<file path="src/rtl/panel_probe_pkg.sv">
// Shared types and helpers for the panel probe sequencer.
// Assumes callers pass frequencies in Hz and durations in microseconds.
package panel_probe_pkg;

    typedef enum logic [3:0] {
        ST_IDLE, ST_RST_LO, ST_PROT_HI, ST_HOLD, ST_SETTLE, ST_BOOT,
        ST_WRITE, ST_ID_WAIT, ST_READ, ST_CHECK, ST_DONE
    } probe_state_e;

    localparam int UNLOCK_LEN = 5;

    // Cycles covering a duration, rounded up, never below one.
    function automatic longint unsigned us_to_cycles(longint unsigned hz, longint unsigned us);
        longint unsigned c;
        c = (hz * us + 64'd999_999) / 64'd1_000_000;
        return (c == 0) ? 64'd1 : c;
    endfunction

    // Unlock write list: {select, byte}; select 0 = command.
    function automatic logic [8:0] unlock_step(logic [2:0] idx);
        case (idx)
            3'd0:    return {1'b0, 8'hB0};
            3'd1:    return {1'b1, 8'h00};
            3'd2:    return {1'b0, 8'hB1};
            3'd3:    return {1'b1, 8'h00};
            default: return {1'b0, 8'hBF};
        endcase
    endfunction

endpackage

</file>
<file path="src/rtl/probe_wait_timer.sv">
// Loadable down-counter for sequencer waits.
// A load of N makes 'expired' pulse in the Nth cycle after the load edge.
// Assumes N >= 1; a load wins over counting.
module probe_wait_timer #(
    parameter int CNT_W = 8
) (
    input  logic             clk,
    input  logic             rst_n,
    input  logic             load,
    input  logic [CNT_W-1:0] load_val,
    output logic             expired
);
    logic [CNT_W-1:0] cnt;

    // Count down to zero after each load.
    always_ff @(posedge clk) begin
        if (!rst_n)         cnt <= '0;
        else if (load)      cnt <= load_val;
        else if (cnt != '0) cnt <= cnt - 1'b1;
    end

    assign expired = (cnt == CNT_W'(1));
endmodule

</file>
<file path="src/rtl/probe_id_packer.sv">
// Packs successive bytes into a word, most significant byte first.
// Assumes the caller only asserts 'take' for bytes to keep.
module probe_id_packer #(
    parameter int WORD_W = 32,
    parameter int BYTE_W = 8
) (
    input  logic              clk,
    input  logic              rst_n,
    input  logic              clr,
    input  logic              take,
    input  logic [BYTE_W-1:0] in_byte,
    output logic [WORD_W-1:0] word
);
    // Shift left by one byte on each kept read.
    always_ff @(posedge clk) begin
        if (!rst_n || clr) word <= '0;
        else if (take)     word <= {word[WORD_W-BYTE_W-1:0], in_byte};
    end
endmodule

</file>
<file path="src/rtl/panel_probe_seq.sv">
// Power-up pin sequencer plus identity probe for a display driver IC.
// Drives the protect/reset pins with timed gaps, writes the unlock commands,
// reads the identity, and compares it with ID_CODE.
// Assumes the bus engine acknowledges each request eventually.
module panel_probe_seq
    import panel_probe_pkg::*;
#(
    parameter longint unsigned CLK_HZ  = 50_000_000,
    parameter int              DATA_W  = 18,
    parameter logic [31:0]     ID_CODE = 32'h0122_1517
) (
    input  logic              clk,
    input  logic              rst_n,
    input  logic              start,
    output logic              pin_protect_n,
    output logic              pin_reset_n,
    output logic              bus_req,
    output logic              bus_rd,
    output logic              bus_rs,
    output logic [DATA_W-1:0] bus_wdata,
    input  logic              bus_ack,
    input  logic [DATA_W-1:0] bus_rdata,
    output logic              done,
    output logic              pass,
    output logic              fail
);
    localparam int BYTE_W   = 8;
    localparam int WORD_W   = 32;
    localparam int ID_BYTES = WORD_W / BYTE_W;
    localparam int READ_LEN = ID_BYTES + 1;
    localparam longint unsigned T_HOLD   = us_to_cycles(CLK_HZ, 1100);
    localparam longint unsigned T_SETTLE = us_to_cycles(CLK_HZ, 10);
    localparam longint unsigned T_BOOT   = us_to_cycles(CLK_HZ, 20_000);
    localparam longint unsigned T_ID     = us_to_cycles(CLK_HZ, 50_000);
    localparam longint unsigned T_MAX    = (T_ID > T_BOOT) ? T_ID : T_BOOT;
    localparam int CNT_W = $clog2(T_MAX + 1);
    localparam logic [2:0] LAST_W = 3'(UNLOCK_LEN - 1);
    localparam logic [2:0] LAST_R = 3'(READ_LEN - 1);

    probe_state_e      state;
    logic [2:0]        step;
    logic              prot_q, rst_q, done_q, pass_q, fail_q;
    logic              tmr_load, tmr_exp;
    logic [CNT_W-1:0]  tmr_val;
    logic [WORD_W-1:0] id_word;
    logic [8:0]        wr_item;
    logic              go;
    logic              unused_rdata_hi;

    assign go              = start && (state == ST_IDLE || state == ST_DONE);
    assign wr_item         = unlock_step(step);
    assign unused_rdata_hi = ^bus_rdata[DATA_W-1:BYTE_W];

    // Pick the wait length to arm when entering a timed state.
    always_comb begin
        tmr_load = 1'b0;
        tmr_val  = '0;
        unique case (1'b1)
            state == ST_PROT_HI:                          begin tmr_load = 1'b1; tmr_val = CNT_W'(T_HOLD);   end
            state == ST_HOLD && tmr_exp:                  begin tmr_load = 1'b1; tmr_val = CNT_W'(T_SETTLE); end
            state == ST_SETTLE && tmr_exp:                begin tmr_load = 1'b1; tmr_val = CNT_W'(T_BOOT);   end
            state == ST_WRITE && bus_ack && step == LAST_W: begin tmr_load = 1'b1; tmr_val = CNT_W'(T_ID);   end
            default: ;
        endcase
    end

    probe_wait_timer #(.CNT_W(CNT_W)) timer_i (
        .clk(clk), .rst_n(rst_n), .load(tmr_load), .load_val(tmr_val), .expired(tmr_exp)
    );

    probe_id_packer #(.WORD_W(WORD_W), .BYTE_W(BYTE_W)) packer_i (
        .clk(clk), .rst_n(rst_n), .clr(go),
        .take(state == ST_READ && bus_ack && step != 3'd0),
        .in_byte(bus_rdata[BYTE_W-1:0]), .word(id_word)
    );

    // Main sequence: pin ritual, unlock writes, identity read, verdict.
    always_ff @(posedge clk) begin
        if (!rst_n) begin
            state  <= ST_IDLE;
            step   <= '0;
            prot_q <= 1'b1;
            rst_q  <= 1'b1;
            done_q <= 1'b0;
            pass_q <= 1'b0;
            fail_q <= 1'b0;
        end else begin
            case (state)
                ST_IDLE, ST_DONE: if (start) begin
                    prot_q <= 1'b0;
                    done_q <= 1'b0;
                    pass_q <= 1'b0;
                    fail_q <= 1'b0;
                    state  <= ST_RST_LO;
                end
                ST_RST_LO:  begin rst_q  <= 1'b0; state <= ST_PROT_HI; end
                ST_PROT_HI: begin prot_q <= 1'b1; state <= ST_HOLD;    end
                ST_HOLD:    if (tmr_exp) begin rst_q  <= 1'b1; state <= ST_SETTLE; end
                ST_SETTLE:  if (tmr_exp) begin prot_q <= 1'b0; state <= ST_BOOT;   end
                ST_BOOT:    if (tmr_exp) begin step <= '0; state <= ST_WRITE;     end
                ST_WRITE: if (bus_ack) begin
                    if (step == LAST_W) state <= ST_ID_WAIT;
                    else                step  <= step + 1'b1;
                end
                ST_ID_WAIT: if (tmr_exp) begin step <= '0; state <= ST_READ; end
                ST_READ: if (bus_ack) begin
                    if (step == LAST_R) state <= ST_CHECK;
                    else                step  <= step + 1'b1;
                end
                ST_CHECK: begin
                    done_q <= 1'b1;
                    pass_q <= (id_word == ID_CODE);
                    fail_q <= (id_word != ID_CODE);
                    state  <= ST_DONE;
                end
                default: state <= ST_IDLE;
            endcase
        end
    end

    assign pin_protect_n = prot_q;
    assign pin_reset_n   = rst_q;
    assign bus_req       = (state == ST_WRITE) || (state == ST_READ);
    assign bus_rd        = (state == ST_READ);
    assign bus_rs        = (state == ST_READ) ? 1'b1 : wr_item[8];
    assign bus_wdata     = (state == ST_WRITE) ? DATA_W'(wr_item[7:0]) : '0;
    assign done          = done_q;
    assign pass          = pass_q;
    assign fail          = fail_q;
endmodule

</file>
<file path="config.mk">
export PLATFORM = sky130hd
export DESIGN_NAME = panel_probe_seq
export DESIGN_NICKNAME = d
export VERILOG_FILES = /design/src/rtl/panel_probe_pkg.sv /design/src/rtl/probe_wait_timer.sv /design/src/rtl/probe_id_packer.sv /design/src/rtl/panel_probe_seq.sv
export SDC_FILE = /design/constraint.sdc
export NUM_CORES = 1
export LEC_CHECK = 0
export ABC_AREA = 1
export BUFFER_PORTS_ARGS = -buffer_cell sky130_fd_sc_hd__clkbuf_2
export CORE_MARGIN = 10
export CORE_UTILIZATION = 30
export DETAILED_ROUTE_END_ITERATION = 8
export PLACE_DENSITY = 0.46
export SKIP_CTS_REPAIR_TIMING = 1
export SYNTH_ARGS = -nofsm -noshare
export SYNTH_HDL_FRONTEND = slang
export SYNTH_HIERARCHICAL = 1
export SYNTH_SLANG_ARGS = --single-unit
export TNS_END_PERCENT = 10
</file>
<file path="constraint.sdc">
create_clock -name clk -period 2.9 [get_ports clk]
set_input_delay 0.58 -clock clk [delete_from_list [all_inputs] [get_ports clk]]
set_output_delay 0.58 -clock clk [all_outputs]
set_load 0.01 [all_outputs]
</file>
==> key figures <==
Outcome
  – Status: finished, final reports clean

Final layout
  – Layout area overhead: 13.6%
  – Antenna Cells: 0
  – Final Core Density: 0.347
  – # nets final: 651
  – Fill cells: 1424
  – Fraction of layout cells with a size suffix above 1: 0.225
  – Final Instance Area: 4580 µm²

Timing
  – RSZ-0062 raised after global routing: no
  – Fin. Hold Viols: 0
  – Fin crit share: 0.895
  – Final setup vio count: 0
  – Final Critical Period: 2600 ps
  – Max Fclk: around 0.39 GHz
  – TNS Setup: 0 ps
  – Worst-Margin Slew: 699 ps
  – Fin Clk Skew: 7.87 ps
  – Max_slew headroom: 0.533
  – Max-slew violations: 0

Clocking
  – Clock buffer depth: 2
  – CTS tree: done
  – TritonCTS buffer count: 9
  – Reg clk slew, reported paths: roughly 60 ps
  – Clock latency on the worst-skew pair: 340 ps
  – H-tree depth: 3
  – Clk root buf: clkbuf_16
  – Clock sink count: 66

Synth
  – Register area share after synthesis: 0.328
  – Number of synthesized flops with an enable pin: 0
  – Main synth FF type: dfxtp_1
  – FF+latch count, synth: 66
  – Mapped Avg Cell Area: 6.77 µm²
  – Post-synth ARST share: 0
  – Yosys cell types: 40
  – Synth Instances: 595
  – Synth Cell Area: ~4000 µm²
  – Yosys warnings: 6

Setup path
  – Worst Path Max Fanout: 16
  – Crit start category: flop
  – Worst R2R Setup Slack: 300 ps
  – Critical Path RT: 3110 ps
  – Crit. End Element: flop
  – CP arrival: approximately 2800 ps
  – Setup Crit Path Kind: flop to flop

Power and ir drop
  – Power, Total: 0.00440 W
  – Worst VDD drop: 0.000369 V
  – Power density of the placed cells: 962 nW/µm²
  – LEAKAGE: 1.95 nW

Die
  – Initial Utilization: 0.305
  – Die Ht: 136 µm
  – Io pins: 48
  – Core area: 13200 µm²
  – Die Area: 18500 µm²
  – Row count: 42
  – Die W: 136 µm

Global route
  – Vias in the first global route: 3324
  – Initial antenna violation count: 0
  – Largest net degree at the start of global routing: 33
  – Global-route usage over all layers: 0.109
  – First-pass GRT wire length: 16200 µm
  – Gr ovfl total: 0

Detailed routing
  – Total Wirelength: roughly 9500 µm
  – DRT iter0 DRCs: 148
  – DR vias: 3524
  – Number of iterations in the first detailed-routing pass: 4
  – Final ANT Viol Nets: 0
  – DR WL/cell: 11.9 µm
  – DR vias/cell: 4.39
  – DRC viols: 0

Placed design
  – Hpwl dp: 7130 µm
  – Dpl cell area: 4240 µm²
  – Final Wtd Congestion: 0.829
  – I/O Buffers: 26

Hold path
  – Min-Delay Path Class: flop to flop

Job
  – Max_cap viols: 0
## placed cells by master, fill, tap and decap left out, types with 10 or more instances in the layout
cell type and n:
nand4_1 10, clkbuf_2 26, nand2_1 161, inv_1 49, conb_1 15, nor2_1 98
nand3_1 29, a21oi_1 22, a21oi_2 30, nand2_2 36, o21ai_0 10, dfxtp_1 66
## kinds of logic (layout without fill, tap and decap cells)
| family | after synthesis | in the layout | synth area share |
|---|---|---|---|
| and+or+nand+nor | 363 | 363 | 0.409 |
| buffers and inverters | 86 | 104 | 0.116 |
| AOI/OAI and AO/OA | 67 | 67 | 0.113 |
| DFF | 66 | 66 | 0.328 |
| adders and majority gates | 7 | 7 | 0.0217 |
| xor gates and xnor gates | 4 | 4 | 0.00870 |
| other | 1 | 15 | 0.000931 |
| muxes | 1 | 1 | 0.00248 |
## per-layer routing
metal	up-vias	global-route usage	part of all wire
li1	1893	-	-
met1	1563	0.142	0.50
met2	57	0.163	0.44
met3	11	0.0314	0.041
met4	0	0.0456	0.019
met5	-	0	0
## where the power goes
group / total (W) / leakage, nW / internal [W] / switching [W]
Clock: 0.00120 / 0.159 / 0.000777 / 0.000425
Sequential: 0.00122 / 0.537 / 0.00107 / 0.000152
Combinational: 0.00198 / 1.26 / 0.000659 / 0.00132
Total: 0.00440 / 1.95 / 0.00250 / 0.00190
## sequential cells by signal (all words and copies together), names as in the netlist
name / cells
timer_i/cnt: 22
pin_reset_n: 1
state: 4
fail: 1
packer_i/word: 32
pin_protect_n: 1
step: 3
pass: 1
done: 1
## critical path: stages (launching register included)
cell and delay [ps]:
dfxtp_1 350, nor2_1 180, nand2_1 130, nor2_1 160, nand4_1 90, nor3_1 220
buf_4 170, inv_1 70, nor2_2 180, inv_1 110, nand3_1 110, clkinv_1 80
buf_4 200, or2_2 280, nand3_1 80, nor2_1 50
## Yosys cell counts (2+ instances only)
cell type / number / area [µm²]
nand4_1: 10 / 62.6
nand3_1: 29 / 145
or2_0: 2 / 12.5
or2_2: 2 / 12.5
a21oi_1: 22 / 110
o21ai_1: 2 / 10.0
nor3_1: 3 / 15.0
nor2_4: 5 / 56.3
nand2_2: 36 / 225
buf_12: 3 / 60.1
buf_4: 15 / 113
nor2_2: 5 / 31.3
dfxtp_1: 66 / 1320
a21oi_2: 30 / 263
nand2_1: 161 / 604
inv_1: 49 / 184
clkbuf_1: 5 / 18.8
ha_1: 7 / 87.6
xor2_1: 3 / 26.3
nand3_2: 2 / 20.0
o21ai_0: 10 / 50.1
nand3b_1: 3 / 22.5
nor2_1: 100 / 375
buf_2: 3 / 15.0
buf_6: 4 / 45.0
inv_2: 4 / 15.0
## stage by stage
step	hold slack, ps	cells	setup WS [ps]
3_5_place_dp	456	787	135
3_3_place_gp	452	787	190
6_report	463	803	305
2_1_floorplan	439	609	615
5_1_grt	480	803	40.7
4_1_cts	466	803	109
## worst paths after layout
path	from	end	cells past startpoint
setup / recovery	timer_i/cnt[7]	timer_i/cnt[11]	15
hold / removal	packer_i/word[27]	packer_i/word[27]	2
setup reg to reg	timer_i/cnt[7]	timer_i/cnt[11]	15
hold reg to reg	packer_i/word[27]	packer_i/word[27]	2
## layout make-up
| type | instances | area [µm²] | area share |
|---|---|---|---|
| well taps | 176 | 220 | 0.0481 |
| clock inverters | 6 | 90.1 | 0.0197 |
| flip-flops and latches | 66 | 1320 | 0.289 |
| multi-input cells | 457 | 2310 | 0.505 |
| clock buffers | 10 | 239 | 0.0522 |
| repair buffers | 33 | 183 | 0.0399 |
| inverters | 55 | 214 | 0.0468 |
(Power assumes the default switching activity.)
